--- src/rtl/hbseq_pkg.sv ---
package hbseq_pkg;

    typedef enum logic [2:0] {
        PH_IDLE   = 3'd0,
        PH_DRIVE  = 3'd1,
        PH_DEAD   = 3'd2,
        PH_RETURN = 3'd3,
        PH_QUIET  = 3'd4
    } phase_t;

    typedef struct packed {
        logic hi_l;
        logic hi_r;
        logic lo_l;
        logic lo_r;
    } gates_t;

    localparam gates_t GATES_OFF = '0;

    // Switch set for one phase; pol=1 drives the right-high/left-low diagonal.
    function automatic gates_t phase_gates(phase_t ph, logic pol);
        gates_t g;
        g = GATES_OFF;
        case (ph)
            PH_DRIVE: begin
                g.hi_r = pol;
                g.lo_l = pol;
                g.hi_l = !pol;
                g.lo_r = !pol;
            end
            PH_DEAD: begin
                g.lo_l = pol;
                g.lo_r = !pol;
            end
            PH_RETURN: begin
                g.lo_l = 1'b1;
                g.lo_r = 1'b1;
            end
            default: g = GATES_OFF;
        endcase
        return g;
    endfunction

endpackage

--- src/rtl/hbseq_timer.sv ---
module hbseq_timer
    import hbseq_pkg::*;
#(
    parameter int SYM_LEN = 16,
    parameter int CNT_W   = $clog2(SYM_LEN)
) (
    input  logic             clk,
    input  logic             rst,
    input  logic             start,
    input  logic             pol_in,
    input  logic [CNT_W-1:0] width_in,
    output phase_t           phase,
    output logic             pol
);
    localparam int               MAX_W    = SYM_LEN - 3;
    localparam logic [CNT_W-1:0] LAST_RET = CNT_W'(SYM_LEN - 2);
    localparam logic [CNT_W-1:0] ONE      = CNT_W'(1);

    logic [CNT_W-1:0] cnt;
    logic [CNT_W-1:0] width_q;
    logic [CNT_W-1:0] width_eff;

    always_comb begin
        if (width_in == '0)
            width_eff = ONE;
        else if (32'(width_in) > MAX_W)
            width_eff = CNT_W'(MAX_W);
        else
            width_eff = width_in;
    end

    always_ff @(posedge clk) begin
        if (rst) begin
            phase   <= PH_IDLE;
            cnt     <= '0;
            width_q <= ONE;
            pol     <= 1'b0;
        end else begin
            case (phase)
                PH_IDLE: begin
                    cnt <= '0;
                    if (start) begin
                        phase   <= PH_DRIVE;
                        width_q <= width_eff;
                        pol     <= pol_in;
                    end
                end
                PH_DRIVE: begin
                    cnt <= cnt + ONE;
                    if (cnt == width_q - ONE)
                        phase <= PH_DEAD;
                end
                PH_DEAD: begin
                    cnt   <= cnt + ONE;
                    phase <= PH_RETURN;
                end
                PH_RETURN: begin
                    cnt <= cnt + ONE;
                    if (cnt == LAST_RET)
                        phase <= PH_QUIET;
                end
                default: begin
                    cnt   <= '0;
                    phase <= PH_IDLE;
                end
            endcase
        end
    end


    width_hold_chk: assert property (@(posedge clk) disable iff (rst)
        (phase != PH_IDLE && $past(phase) != PH_IDLE) |-> $stable(width_q));


    pol_hold_chk: assert property (@(posedge clk) disable iff (rst)
        (phase != PH_IDLE && $past(phase) != PH_IDLE) |-> $stable(pol));


    one_dead_cycle_chk: assert property (@(posedge clk) disable iff (rst)
        phase == PH_DEAD |=> phase == PH_RETURN);


    quiet_then_idle_chk: assert property (@(posedge clk) disable iff (rst)
        phase == PH_QUIET |=> phase == PH_IDLE);

endmodule

--- src/rtl/hbseq_gate_decode.sv ---
module hbseq_gate_decode
    import hbseq_pkg::*;
(
    input  logic   clk,
    input  logic   rst,
    input  phase_t phase,
    input  logic   pol,
    output gates_t gates
);
    always_comb gates = phase_gates(phase, pol);


    no_shoot_through_chk: assert property (@(posedge clk) disable iff (rst)
        !(gates.hi_l && gates.lo_l) && !(gates.hi_r && gates.lo_r));


    left_dead_time_chk: assert property (@(posedge clk) disable iff (rst)
        $rose(gates.lo_l) |-> !$past(gates.hi_l));


    right_dead_time_chk: assert property (@(posedge clk) disable iff (rst)
        $rose(gates.lo_r) |-> !$past(gates.hi_r));

endmodule

--- src/rtl/hbseq_overrun.sv ---
module hbseq_overrun (
    input  logic clk,
    input  logic rst,
    input  logic bit_valid,
    input  logic busy,
    output logic overrun
);
    always_ff @(posedge clk) begin
        if (rst)
            overrun <= 1'b0;
        else if (bit_valid && busy)
            overrun <= 1'b1;
    end


    overrun_set_chk: assert property (@(posedge clk) disable iff (rst)
        (bit_valid && busy) |=> overrun);


    overrun_sticky_chk: assert property (@(posedge clk) disable iff (rst)
        overrun |=> overrun);

endmodule

--- src/rtl/impulse_hbridge_seq.sv ---
module impulse_hbridge_seq
    import hbseq_pkg::*;
#(
    parameter int SYM_LEN = 16,
    parameter int CNT_W   = $clog2(SYM_LEN)
) (
    input  logic             clk,
    input  logic             rst,
    input  logic             bit_valid,
    input  logic             bit_data,
    input  logic [CNT_W-1:0] pulse_width,
    output logic             hi_left_en,
    output logic             hi_right_en,
    output logic             lo_left_en,
    output logic             lo_right_en,
    output logic             busy,
    output logic             overrun
);
    phase_t phase;
    logic   pol;
    gates_t gates;
    logic   start;

    always_comb begin
        busy  = (phase != PH_IDLE);
        start = bit_valid && !busy;
    end

    hbseq_timer #(.SYM_LEN(SYM_LEN), .CNT_W(CNT_W)) u_timer (
        .clk      (clk),
        .rst      (rst),
        .start    (start),
        .pol_in   (bit_data),
        .width_in (pulse_width),
        .phase    (phase),
        .pol      (pol)
    );

    hbseq_gate_decode u_decode (
        .clk   (clk),
        .rst   (rst),
        .phase (phase),
        .pol   (pol),
        .gates (gates)
    );

    hbseq_overrun u_overrun (
        .clk       (clk),
        .rst       (rst),
        .bit_valid (bit_valid),
        .busy      (busy),
        .overrun   (overrun)
    );

    always_comb begin
        hi_left_en  = gates.hi_l;
        hi_right_en = gates.hi_r;
        lo_left_en  = gates.lo_l;
        lo_right_en = gates.lo_r;
    end


    idle_all_off_chk: assert property (@(posedge clk) disable iff (rst)
        !busy |-> !(hi_left_en || hi_right_en || lo_left_en || lo_right_en));


    accept_starts_chk: assert property (@(posedge clk) disable iff (rst)
        (bit_valid && !busy) |=> busy);

endmodule

--- config.mk ---
export PLATFORM = sky130hd
export DESIGN_NAME = impulse_hbridge_seq
export DESIGN_NICKNAME = d
export VERILOG_FILES = /design/src/rtl/hbseq_pkg.sv /design/src/rtl/hbseq_timer.sv /design/src/rtl/hbseq_gate_decode.sv /design/src/rtl/hbseq_overrun.sv /design/src/rtl/impulse_hbridge_seq.sv
export SDC_FILE = /design/constraint.sdc
export NUM_CORES = 1
export LEC_CHECK = 0
export ABC_AREA = 1
export BUFFER_PORTS_ARGS = -buffer_cell sky130_fd_sc_hd__buf_2
export CORE_MARGIN = 2
export CORE_UTILIZATION = 55
export DETAILED_ROUTE_END_ITERATION = 10
export PLACE_DENSITY = 0.79
export SYNTH_ARGS = -nofsm -noshare
export SYNTH_HDL_FRONTEND = slang
export SYNTH_SLANG_ARGS = --single-unit
--- constraint.sdc ---
create_clock -name clk -period 3 [get_ports clk]
set_input_delay 0.3 -clock clk [delete_from_list [all_inputs] [get_ports clk]]
set_output_delay 0.3 -clock clk [all_outputs]
set_load 0.02 [all_outputs]
==> flow_results.xml <==
<?xml version="1.0" encoding="UTF-8"?>
<metrics>
  <group name="timing">
    <metric name="tns" unit="ns">0</metric>
    <metric name="fin_worst_skew" unit="ns">0.002420</metric>
    <metric name="fin_worst_hold_slack" unit="ns">0.2252</metric>
    <metric name="timing_hold_violations_final" unit="">0</metric>
    <metric name="worst-slew-pin-transition" unit="ns">0.4370</metric>
    <metric name="setup_viol" unit="">0</metric>
    <metric name="rsz0062_at_grt" unit="">no</metric>
    <metric name="setup_slack" unit="ns">1.180</metric>
    <metric name="finalMaxSlewViolations" unit="">0</metric>
    <metric name="layout_worst_path_cycle_share" unit="%">60.68</metric>
    <metric name="fmaxAchievable" unit="MHz">549.4</metric>
    <metric name="period_minus_slack" unit="ns">1.820</metric>
    <metric name="relSlewSlack" unit="%">70.56</metric>
  </group>
  <group name="clock_tree">
    <metric name="clk_latency" unit="ns">0.28</metric>
    <metric name="cts_hold_buffers" unit="">0</metric>
    <metric name="clk_path_buf_depth" unit="">2</metric>
    <metric name="post-cts-setup-buffer-count" unit="">0</metric>
    <metric name="clock-root-buffer" unit="">sky130_fd_sc_hd__clkbuf_4</metric>
    <metric name="clkSlewWorstSetupHoldPaths" unit="ns">0.08</metric>
    <metric name="tritoncts_clock_tree" unit="">yes</metric>
    <metric name="post_cts_resized" unit="">0</metric>
    <metric name="clock_sinks" unit="">13</metric>
    <metric name="numCtsBuffers" unit="">3</metric>
    <metric name="h_tree_levels" unit="">1</metric>
  </group>
  <group name="synthesis">
    <metric name="synth_fp_nets" unit="">121</metric>
    <metric name="ys.flop_type" unit="">sky130_fd_sc_hd__dfxtp_1</metric>
    <metric name="synth.largest_area_cell" unit="">sky130_fd_sc_hd__dfxtp_1</metric>
    <metric name="share_of_synthesized_flip_flops_with_an_asynchronous_set_or_reset" unit="%">0</metric>
    <metric name="synth_commonest_cells" unit="">sky130_fd_sc_hd__nand2_1 (26), sky130_fd_sc_hd__inv_1 (17), sky130_fd_sc_hd__nor2_1 (15), sky130_fd_sc_hd__dfxtp_1 (13), sky130_fd_sc_hd__nand3_1 (7)</metric>
    <metric name="synth.lib_cells_used.distinct" unit="">21</metric>
    <metric name="synth.ff_latch_count" unit="">13</metric>
    <metric name="synthTopCellsByArea" unit="">sky130_fd_sc_hd__dfxtp_1 (36%), sky130_fd_sc_hd__nand2_1 (13%), sky130_fd_sc_hd__inv_1 (8.7%)</metric>
    <metric name="syn_area" unit="um2">730.7</metric>
    <metric name="most_frequently_used_cell_type_in_the_post_synthesis_netlist" unit="">sky130_fd_sc_hd__nand2_1</metric>
    <metric name="post_synth_inst_count" unit="">110</metric>
    <metric name="sequential_to_total_area_share_from_yosys_stat" unit="%">35.62</metric>
    <metric name="total_of_warnings_raised_by_yosys" unit="">0</metric>
    <metric name="synth_top_area_share" unit="%">35.62</metric>
    <metric name="synth-edff-count" unit="">0</metric>
    <metric name="synthesis.area_per_instance" unit="um2">6.643</metric>
  </group>
  <group name="worst_setup_path">
    <metric name="crit_path_start_kind" unit="">flip-flop</metric>
    <metric name="worstPathMaxFanout" unit="">3</metric>
    <metric name="crit_path_cell_trace" unit="">inv_1, nor3_1, inv_1, nand2_1, inv_1, o21ai_0, buf_2</metric>
    <metric name="cpMaxStageDelayCell" unit="">sky130_fd_sc_hd__dfxtp_1</metric>
    <metric name="cp_data_required_time" unit="ns">2.70</metric>
    <metric name="cp-end-kind" unit="">output pin</metric>
    <metric name="crit_arrival" unit="ns">1.52</metric>
    <metric name="max_stage_delay" unit="ns">0.38</metric>
    <metric name="crit_type" unit="">reg -&gt; out</metric>
    <metric name="critical_path.most_common_cell" unit="">sky130_fd_sc_hd__inv_1</metric>
  </group>
  <group name="power_and_ir_drop">
    <metric name="static_leakage" unit="nW">0.4304</metric>
    <metric name="power_per_cell_area" unit="nW/um2">833.5</metric>
    <metric name="report.power.total" unit="W">0.0007008</metric>
    <metric name="power.ir.vdd_worst" unit="uV">451.8</metric>
  </group>
  <group name="finish">
    <metric name="num-nets-final" unit="">139</metric>
    <metric name="final_cell_area" unit="um2">840.8</metric>
    <metric name="drive_above_1_share" unit="%">18.11</metric>
    <metric name="nFillCells" unit="">121</metric>
    <metric name="area_growth_syn_to_layout" unit="%">15.07</metric>
    <metric name="antennaDiodeCount" unit="">0</metric>
  </group>
  <group name="global_routing">
    <metric name="grt_max_degree" unit="">11</metric>
    <metric name="antenna_found_initial" unit="">0</metric>
    <metric name="grt_pass1_wl" unit="um">2125</metric>
    <metric name="gr-usage-all-layers" unit="%">20.46</metric>
    <metric name="first_global_vias" unit="">558</metric>
    <metric name="grt-ovfl-total" unit="">0</metric>
  </group>
  <group name="floorplan">
    <metric name="num_rows" unit="">13</metric>
    <metric name="fp.dieArea" unit="um2">1636</metric>
    <metric name="die_w" unit="um">40.45</metric>
    <metric name="starting_density" unit="%">57.59</metric>
    <metric name="boundaryPins" unit="">14</metric>
    <metric name="dieHeight" unit="um">40.45</metric>
    <metric name="core_region_area" unit="um2">1269</metric>
  </group>
  <group name="hold_path">
    <metric name="min_path_type" unit="">in -&gt; reg</metric>
  </group>
  <group name="placed_design">
    <metric name="place_area" unit="um2">814.5</metric>
    <metric name="gp_congestion" unit="">0.7509</metric>
    <metric name="io_buffers" unit="">13</metric>
    <metric name="dpl.hpwl" unit="um">1153</metric>
    <metric name="placement.setup.worst_slack" unit="ns">1.486</metric>
  </group>
  <group name="routing">
    <metric name="drtPass1Iterations" unit="">4</metric>
    <metric name="drc_violation_count_after_routing" unit="">0</metric>
    <metric name="drt.antenna.violating_nets" unit="">0</metric>
    <metric name="wire_per_inst" unit="um">10.36</metric>
    <metric name="via_total_after_detailed_routing" unit="">708</metric>
    <metric name="drt-vias-per-instance" unit="">4.986</metric>
    <metric name="routed_wirelength" unit="um">1471</metric>
    <metric name="dr.first_iter.drc_count" unit="">21</metric>
  </group>
  <group name="outcome">
    <metric name="run_status" unit="">finished, final reports clean</metric>
  </group>
  <group name="run">
    <metric name="cap_viol_max_count" unit="">0</metric>
  </group>
</metrics>
[critical path: cells and delay by family (launching register included)]
family                 cells  cell delay [ns]
buffers and inverters      4             0.43
AOI/OAI and AO/OA          1             0.13
DFF                        1             0.38
and+or+nand+nor            2             0.30
[area by class of cell]
type / instances / area [um2] / share of cell area [%]
flip-flops and latches: 13 / 260.3 / 30.95
multi-input cells: 78 / 399.1 / 47.47
well taps: 15 / 18.77 / 2.232
clock buffers: 4 / 26.28 / 3.125
inverters: 19 / 71.32 / 8.482
repair buffers: 13 / 65.06 / 7.738
[kinds of logic (layout without fill, tap and decap cells)]
logic type	count (synthesis)	after routing	synth area share [%]
and+or+nand+nor	59	59	36.81
buffers and inverters	19	36	9.760
AOI/OAI and AO/OA	14	14	10.28
DFF	13	13	35.62
adders and majority gates	3	3	5.138
xor gates and xnor gates	2	2	2.398
[metal layers]
layer,track usage (%),routed length (um),vias up
met5,0,0,-
met4,12.50,26,0
met3,5.000,81,5
met2,35.32,673,20
met1,22.07,689,302
li1,-,-,381
[state kept, by name, indices dropped and copies added (netlist names)]
name and flops:
u_timer.cnt 4, u_timer.width_q 4, u_timer.phase 3, u_overrun.overrun 1, u_timer.pol 1
[cell usage in the layout (no fill, tap or decap), types with 2 or more instances in the layout]
master | synthesis | routed
sky130_fd_sc_hd__a21oi_1 | 6 | 6
sky130_fd_sc_hd__buf_2 | 0 | 13
sky130_fd_sc_hd__clkbuf_4 | 0 | 3
sky130_fd_sc_hd__dfxtp_1 | 13 | 13
sky130_fd_sc_hd__ha_1 | 3 | 3
sky130_fd_sc_hd__inv_1 | 17 | 17
sky130_fd_sc_hd__inv_2 | 2 | 2
sky130_fd_sc_hd__nand2_1 | 26 | 26
sky130_fd_sc_hd__nand2_2 | 2 | 2
sky130_fd_sc_hd__nand3_1 | 7 | 7
sky130_fd_sc_hd__nor2_1 | 15 | 15
sky130_fd_sc_hd__nor3_1 | 3 | 3
sky130_fd_sc_hd__o21ai_0 | 6 | 6
[final timing paths]
path	startpoint	endpoint	slack (ns)	cells after the start
worst max register to register	u_timer.width_q[0]	u_timer.phase[0]	1.47	12
worst max-delay path	u_timer.phase[0]	lo_left_en	1.18	7
worst min-delay path	rst	u_timer.phase[2]	0.23	2
worst min register to register	u_timer.cnt[0]	u_timer.cnt[0]	0.49	1
[metrics by stage]
stage,cells,util (%)
3_5_place_dp,138,64.20
3_3_place_gp,138,64.20
4_1_cts,142,66.27
2_1_floorplan,110,-
6_report,142,66.27
5_1_grt,142,66.27
[power by group]
part	internal [W]	switching, W	leakage, nW
clock network	0.0000516	0.0000585	0.0150
registers	0.000212	0.0000367	0.107
logic	0.000120	0.000221	0.309
total	0.000384	0.000317	0.430
No activity file was read; power rests on OpenSTA's default activity.
